[src/rtl/i2c_slave_pkg.sv]
package i2c_slave_pkg;

  typedef enum logic [2:0] {
    ST_IDLE,
    ST_RX,
    ST_ACK_WAIT,
    ST_ACK,
    ST_TX,
    ST_TX_ACK,
    ST_TX_WAIT
  } slvState_t;

  typedef enum logic [1:0] {
    PH_DEV,
    PH_SUB,
    PH_WR,
    PH_RD
  } slvPhase_t;

  // Strobes from control to datapath
  typedef struct packed {
    logic clrCnt;
    logic shiftIn;
    logic loadTx;
    logic shiftTx;
    logic setPtr;
    logic wrStrobe;
    logic incPtr;
  } dpCtl_t;

endpackage

[src/rtl/i2c_line_sync.sv]
module i2c_line_sync #(
  parameter int STAGES = 2
) (
  input  logic clk,
  input  logic rstN,
  input  logic sclIn,
  input  logic sdaIn,
  output logic sclS,
  output logic sdaS,
  output logic sclRise,
  output logic sclFall,
  output logic startDet,
  output logic stopDet
);

  logic [STAGES-1:0] sclPipe;
  logic [STAGES-1:0] sdaPipe;
  logic sclPrev;
  logic sdaPrev;

  generate
    for (genvar i = 0; i < STAGES; i++) begin : g_stage
      always_ff @(posedge clk or negedge rstN) begin
        if (!rstN) begin
          sclPipe[i] <= 1'b1;
          sdaPipe[i] <= 1'b1;
        end else if (i == 0) begin
          sclPipe[i] <= sclIn;
          sdaPipe[i] <= sdaIn;
        end else begin
          sclPipe[i] <= sclPipe[(i == 0) ? 0 : i-1];
          sdaPipe[i] <= sdaPipe[(i == 0) ? 0 : i-1];
        end
      end
    end
  endgenerate

  always_ff @(posedge clk or negedge rstN) begin
    if (!rstN) begin
      sclPrev <= 1'b1;
      sdaPrev <= 1'b1;
    end else begin
      sclPrev <= sclPipe[STAGES-1];
      sdaPrev <= sdaPipe[STAGES-1];
    end
  end

  assign sclS     = sclPipe[STAGES-1];
  assign sdaS     = sdaPipe[STAGES-1];
  assign sclRise  = sclS & ~sclPrev;
  assign sclFall  = ~sclS & sclPrev;
  assign startDet = sclS & sclPrev & sdaPrev & ~sdaS;
  assign stopDet  = sclS & sclPrev & ~sdaPrev & sdaS;

endmodule

[src/rtl/i2c_slave_ctrl.sv]
module i2c_slave_ctrl
  import i2c_slave_pkg::*;
#(
  parameter int          BYTE_W   = 8,
  parameter logic [6:0]  DEV_BASE = 7'b0011000
) (
  input  logic              clk,
  input  logic              rstN,
  input  logic              sclS,
  input  logic              sdaS,
  input  logic              sclRise,
  input  logic              sclFall,
  input  logic              startDet,
  input  logic              stopDet,
  input  logic              addrSel,
  input  logic [2:0]        bitCnt,
  input  logic [BYTE_W-1:0] rxByte,
  input  logic              txMsb,
  output dpCtl_t            ctl,
  output logic              sdaOe
);

  slvState_t state, stateNxt;
  slvPhase_t phase, phaseNxt;
  logic      rwBit, rwNxt;
  logic      devMatch;
  logic      lastBit;

  assign devMatch = (rxByte[7:1] == {DEV_BASE[6:1], addrSel});
  assign lastBit  = (bitCnt == 3'd7);

  always_comb begin
    stateNxt = state;
    phaseNxt = phase;
    rwNxt    = rwBit;
    ctl      = '0;
    if (startDet) begin
      stateNxt   = ST_RX;
      phaseNxt   = PH_DEV;
      ctl.clrCnt = 1'b1;
    end else if (stopDet) begin
      stateNxt = ST_IDLE;
    end else begin
      unique case (state)
        ST_IDLE: ;
        ST_RX: if (sclRise) begin
          ctl.shiftIn = 1'b1;
          if (lastBit) begin
            stateNxt = ST_ACK_WAIT;
            unique case (phase)
              PH_DEV: begin
                if (devMatch) rwNxt = rxByte[0];
                else          stateNxt = ST_IDLE;
              end
              PH_SUB:  ctl.setPtr   = 1'b1;
              PH_WR:   ctl.wrStrobe = 1'b1;
              default: stateNxt     = ST_IDLE;
            endcase
          end
        end
        ST_ACK_WAIT: if (sclFall) stateNxt = ST_ACK;
        ST_ACK: if (sclFall) begin
          if (phase == PH_DEV && rwBit) begin
            ctl.loadTx = 1'b1;
            phaseNxt   = PH_RD;
            stateNxt   = ST_TX;
          end else begin
            ctl.clrCnt = 1'b1;
            stateNxt   = ST_RX;
            if (phase == PH_DEV)      phaseNxt = PH_SUB;
            else if (phase == PH_SUB) phaseNxt = PH_WR;
          end
        end
        ST_TX: if (sclFall) begin
          if (lastBit) stateNxt    = ST_TX_ACK;
          else         ctl.shiftTx = 1'b1;
        end
        ST_TX_ACK: if (sclRise) begin
          ctl.incPtr = 1'b1;
          stateNxt   = sdaS ? ST_IDLE : ST_TX_WAIT;
        end
        ST_TX_WAIT: if (sclFall) begin
          ctl.loadTx = 1'b1;
          stateNxt   = ST_TX;
        end
        default: stateNxt = ST_IDLE;
      endcase
    end
  end

  always_ff @(posedge clk or negedge rstN) begin
    if (!rstN) begin
      state <= ST_IDLE;
      phase <= PH_DEV;
      rwBit <= 1'b0;
    end else begin
      state <= stateNxt;
      phase <= phaseNxt;
      rwBit <= rwNxt;
    end
  end

  assign sdaOe = (state == ST_ACK) || (state == ST_TX && !txMsb);

  assert_stop_release_R8: assert property (@(posedge clk) disable iff (!rstN)
    stopDet |=> !sdaOe);

  assert_oe_rise_scl_low_R6: assert property (@(posedge clk) disable iff (!rstN)
    $rose(sdaOe) |-> !sclS);

  assert_start_rematch_R9: assert property (@(posedge clk) disable iff (!rstN)
    startDet |=> (state == ST_RX && phase == PH_DEV));

endmodule

[src/rtl/i2c_slave_dp.sv]
module i2c_slave_dp
  import i2c_slave_pkg::*;
#(
  parameter int BYTE_W = 8,
  parameter int ADDR_W = 8
) (
  input  logic              clk,
  input  logic              rstN,
  input  dpCtl_t            ctl,
  input  logic              sdaS,
  input  logic [BYTE_W-1:0] regRdData,
  output logic [2:0]        bitCnt,
  output logic [BYTE_W-1:0] rxByte,
  output logic              txMsb,
  output logic [ADDR_W-1:0] regAddr,
  output logic [BYTE_W-1:0] regWrData,
  output logic              regWrEn,
  output logic              regRdEn
);

  logic [BYTE_W-1:0] rxShift;
  logic [BYTE_W-1:0] txShift;
  logic [ADDR_W-1:0] ptr;

  assign rxByte  = {rxShift[BYTE_W-2:0], sdaS};
  assign txMsb   = txShift[BYTE_W-1];
  assign regAddr = ptr;
  assign regRdEn = ctl.loadTx;

  always_ff @(posedge clk or negedge rstN) begin
    if (!rstN) begin
      bitCnt    <= '0;
      rxShift   <= '0;
      txShift   <= '1;
      ptr       <= '0;
      regWrData <= '0;
      regWrEn   <= 1'b0;
    end else begin
      if (ctl.clrCnt || ctl.loadTx)        bitCnt <= '0;
      else if (ctl.shiftIn || ctl.shiftTx) bitCnt <= bitCnt + 3'd1;

      if (ctl.shiftIn) rxShift <= rxByte;

      if (ctl.loadTx)       txShift <= regRdData;
      else if (ctl.shiftTx) txShift <= {txShift[BYTE_W-2:0], 1'b1};

      regWrEn <= ctl.wrStrobe;
      if (ctl.wrStrobe) regWrData <= rxByte;

      if (ctl.setPtr)                 ptr <= rxByte[ADDR_W-1:0];
      else if (regWrEn || ctl.incPtr) ptr <= ptr + 1'b1;
    end
  end

  assert_wr_single_R10: assert property (@(posedge clk) disable iff (!rstN)
    regWrEn |=> !regWrEn);

  assert_ptr_step_R5: assert property (@(posedge clk) disable iff (!rstN)
    regWrEn |=> (regAddr == ADDR_W'($past(regAddr) + 1'b1)));

endmodule

[src/rtl/i2c_reg_slave.sv]
module i2c_reg_slave
  import i2c_slave_pkg::*;
#(
  parameter int         SYNC_STAGES = 2,
  parameter int         BYTE_W      = 8,
  parameter int         ADDR_W      = 8,
  parameter logic [6:0] DEV_BASE    = 7'b0011000
) (
  input  logic              clk,
  input  logic              rstN,
  input  logic              sclIn,
  input  logic              sdaIn,
  output logic              sdaOe,
  input  logic              addrSel,
  output logic [ADDR_W-1:0] regAddr,
  output logic [BYTE_W-1:0] regWrData,
  output logic              regWrEn,
  output logic              regRdEn,
  input  logic [BYTE_W-1:0] regRdData
);

  logic sclS, sdaS, sclRise, sclFall, startDet, stopDet;
  logic [2:0]        bitCnt;
  logic [BYTE_W-1:0] rxByte;
  logic              txMsb;
  dpCtl_t            ctl;

  i2c_line_sync #(.STAGES(SYNC_STAGES)) u_sync (
    .clk(clk), .rstN(rstN), .sclIn(sclIn), .sdaIn(sdaIn),
    .sclS(sclS), .sdaS(sdaS), .sclRise(sclRise), .sclFall(sclFall),
    .startDet(startDet), .stopDet(stopDet)
  );

  i2c_slave_ctrl #(.BYTE_W(BYTE_W), .DEV_BASE(DEV_BASE)) u_ctrl (
    .clk(clk), .rstN(rstN), .sclS(sclS), .sdaS(sdaS),
    .sclRise(sclRise), .sclFall(sclFall), .startDet(startDet),
    .stopDet(stopDet), .addrSel(addrSel), .bitCnt(bitCnt),
    .rxByte(rxByte), .txMsb(txMsb), .ctl(ctl), .sdaOe(sdaOe)
  );

  i2c_slave_dp #(.BYTE_W(BYTE_W), .ADDR_W(ADDR_W)) u_dp (
    .clk(clk), .rstN(rstN), .ctl(ctl), .sdaS(sdaS),
    .regRdData(regRdData), .bitCnt(bitCnt), .rxByte(rxByte),
    .txMsb(txMsb), .regAddr(regAddr), .regWrData(regWrData),
    .regWrEn(regWrEn), .regRdEn(regRdEn)
  );

endmodule

[config.mk]
export PLATFORM = sky130hd
export DESIGN_NAME = i2c_reg_slave
export DESIGN_NICKNAME = d
export VERILOG_FILES = /design/src/rtl/i2c_slave_pkg.sv /design/src/rtl/i2c_line_sync.sv /design/src/rtl/i2c_slave_ctrl.sv /design/src/rtl/i2c_slave_dp.sv /design/src/rtl/i2c_reg_slave.sv
export SDC_FILE = /design/constraint.sdc
export NUM_CORES = 1
export LEC_CHECK = 0
export ABC_AREA = 1
export BUFFER_PORTS_ARGS = -buffer_cell sky130_fd_sc_hd__buf_2
export CAP_MARGIN = 30
export CELL_PAD_IN_SITES_DETAIL_PLACEMENT = 1
export CELL_PAD_IN_SITES_GLOBAL_PLACEMENT = 2
export CORE_MARGIN = 2
export CORE_UTILIZATION = 34
export CTS_CLUSTER_DIAMETER = 150
export DETAILED_ROUTE_END_ITERATION = 10
export PLACE_DENSITY = 0.87
export SLEW_MARGIN = 20
export SYNTH_ARGS = -nofsm -noshare
export SYNTH_HDL_FRONTEND = slang
export SYNTH_SLANG_ARGS = --single-unit
[constraint.sdc]
create_clock -name clk -period 2.1 [get_ports clk]
set_input_delay 0.105 -clock clk [delete_from_list [all_inputs] [get_ports clk]]
set_output_delay 0.105 -clock clk [all_outputs]
set_load 0.01 [all_outputs]
==> run_results.csv <==
group,metric,value,unit
critical_path,cp-end-kind,"primary output",
yosys,ys_seq_area_share,47.1,%
clock_network,clk_latency,0.30,ns
yosys,synth_area_leader_cell,"dfrtp_1",
die,fp.dieW,90.3,µm
place,place_hpwl,4410,µm
drt,ant_nets,0,
drt,vias_per_cell,4.68,
timing,setup-tns-final,0,ns
critical_path,cp_max_fo,9,
drt,drtIter0Drc,59,
yosys,synth_top_area_share,32.6,%
yosys,netlist_area,0.00253,mm²
clock_network,cts_tree,"built",
drt,routedWlPerCell,13.3,µm
grt,grt_pass1_vias,2156,
timing,hold_violations,0,
critical_path,critPathBufInv,3,
cells_and_area,final_cell_mix,"nand2_1 (85), inv_1 (34), dfrtp_1 (33), buf_2 (31), nand3_1 (24)",
cells_and_area,num_antenna_cells,0,
timing,slew_violations,0,
critical_path,crit_chain,"inv_1, ha_1, nand2_1, o21ai_2, nand2_2, inv_2, buf_2",
critical_path,reg2regPathDepth,9,
timing,rsz0062_at_grt,"no",
yosys,ys_ff_latch,47,
cells_and_area,drive_gt1_share,25.7,%
grt,grt_max_degree,48,
cells_and_area,final_common_cell,"nand2_1",
cells_and_area,synthToLayoutAreaGrowth,14.0,%
grt,antenna_found_initial,0,
clock_network,cts.path.max_buffers,2,
clock_network,clkTransAtPathRegs,0.09,ns
cells_and_area,utilization,39.8,%
place,port_buffers,31,
yosys,synthCells,306,
timing,relSlewSlack,58.8,%
drt,wl,5860,µm
cells_and_area,nets,362,
critical_path,cp_top_family,"flip-flops",
clock_network,numCtsBuffers,5,
cells_and_area,multi_input_area,0.00111,mm²
grt,grt_pass1_wl,10300,µm
clock_network,cts-resized-gates,0,
cells_and_area,fillerInstances,917,
die,die-area,0.00816,mm²
yosys,synth.distinct_cells,34,
place,place.gp.congestion,0.868,
critical_path,critical-path-slowest-cell,"dfrtp_1",
timing,setup_viol,0,
drt,num_vias,2070,
power,p_per_area,816,mW/mm²
clock_network,cts_root_buf,"clkbuf_8",
critical_path,criticalPathCategory,"flip-flop to primary output",
critical_path,path_depth,7,
grt,grt_remaining_overflow,0,
timing,tightestPinTransition,0.618,ns
drt,post-route-drc-count,0,
critical_path,slowest_delay,0.42,ns
clock_network,htreeDepth,2,
timing,fmax,0.539,GHz
die,dieHeight,90.3,µm
die,core,0.00725,mm²
critical_path,crit_arrival,1.75,ns
grt,grt_usage,15.3,%
power,leakage,1.51,nW
critical_path,worst_ep_required_time,2.00,ns
yosys,avgSynthCellArea,8.28,µm²
die,ios,32,
yosys,netlist_top_cells_area,"dfrtp_1 (33%), dfstp_2 (15%), nand2_1 (13%)",
yosys,synth_nets,326,
drt,firstDrtPassIters,4,
cells_and_area,regArea,0.00119,mm²
critical_path,startpoint_type,"flip-flop",
die,rows,31,
timing,finalCriticalPeriod,1.86,ns
job,drv_cap,0,
yosys,yosys_warnings,0,
hold_path,hold_class,"primary input to flip-flop",
hold_path,holdPathStages,3,
clock_network,cts_sinks,47,
power,peakVddDrop,0.000313,V
timing,fin_crit_sh,88.3,%
die,initial_utilization,34.9,%
clock_network,cts_setup_buffers,0,
run_status,status,"completed",
timing,clock-skew-final,0.00384,ns
metal layers:
layer	GRT usage (%)	share of wire (%)
met1	21.4	50
met2	24.9	46
met3	2.17	2.2
met4	4.10	0.87
met5	0	0
report_power, final:
| group | total (W) | switching [W] | internal, W |
|---|---|---|---|
| sequential | 0.00124 | 0.000132 | 0.00111 |
| combinational | 0.000530 | 0.000328 | 0.000202 |
| clock | 0.000586 | 0.000316 | 0.000271 |
Yosys cell counts (all sizes together):
master	number
a21oi	7
a22oi	1
a31oi	1
buf	6
clkinv	1
dfrtp	33
dfstp	14
ha	7
inv	43
mux2i	1
nand2	92
nand3	26
nand4	1
nor2	24
nor3	3
o211ai	3
o21ai	35
o21bai	1
or2	3
xnor2	3
xor2	1
flip-flops by register name, indices dropped and copies added (netlist names), 2 cells and up:
signal	cells
u_ctrl.state	3
u_dp.txShift	8
u_dp.bitCnt	3
u_dp.regAddr	8
u_dp.rxShift	7
u_ctrl.phase	2
u_dp.regWrData	8
worst paths after layout:
path	start	to	slack [ns]
hold reg to reg	u_sync.sdaPipe[0]$_DFF_PN1_	u_sync.sdaS$_DFF_PN1_	0.36
setup / recovery	u_ctrl.phase[1]$_DFFE_PN0P_	regRdEn	0.24
min in group asynchronous	rstN	u_ctrl.state[1]$_DFFE_PN0P_	0.47
hold / removal	regRdData[1]	u_dp.txShift[1]$_DFFE_PN1P_	0.02
max in group asynchronous	rstN	u_ctrl.phase[1]$_DFFE_PN0P_	1.22
setup reg to reg	u_dp.bitCnt[0]$_DFFE_PN0P_	u_dp.txShift[5]$_DFFE_PN1P_	0.36
layout make-up:
| class | instances | area share [%] |
|---|---|---|
| clock buffers | 7 | 2.99 |
| clock inverters | 1 | 0.303 |
| inverters | 44 | 5.89 |
| multi-input cells | 209 | 38.5 |
| flip-flops and latches | 47 | 41.3 |
| well taps | 99 | 4.29 |
| repair buffers | 35 | 6.67 |
metrics by stage:
step	setup WS [ns]	cells	cell area (µm²)	total power, W	hold WS [ns]
floorplan	0.639	306	2530	0.00164	-0.191
global placement	0.442	431	2760	0.00177	0.211
detailed placement	0.389	431	2760	0.00179	0.212
CTS	0.226	442	2890	0.00240	0.0109
global route	0.0818	442	2890	0.00254	0.0330
finish	0.245	442	2890	0.00236	0.0230
repair_timing:
action / 4_1_cts / 5_1_grt
endpoints found under the hold margin: 35 / 0
endpoints found under the setup margin: 0 / 0
hold buffers: 3 / 0
kinds of logic (layout without fill, tap and decap cells):
kind of cell | Yosys count | count (layout) | synth area share [%]
simple gates | 149 | 149 | 26.6
buf+inv | 50 | 87 | 8.98
compound gates | 48 | 48 | 12.1
flops | 47 | 47 | 47.1
fa+ha+maj | 7 | 7 | 3.45
xor+xnor | 4 | 4 | 1.38
mux | 1 | 1 | 0.395
worst register-to-register path: stages, from the launching register on:
cell	delay, ns
dfrtp_1	0.41
ha_1	0.21
ha_1	0.29
nor2_1	0.18
nand2_2	0.14
inv_1	0.19
nand2_1	0.08
nand3_1	0.06
o21ai_0	0.08
inv_1	0.06
Power figures use the tool's default switching activity.
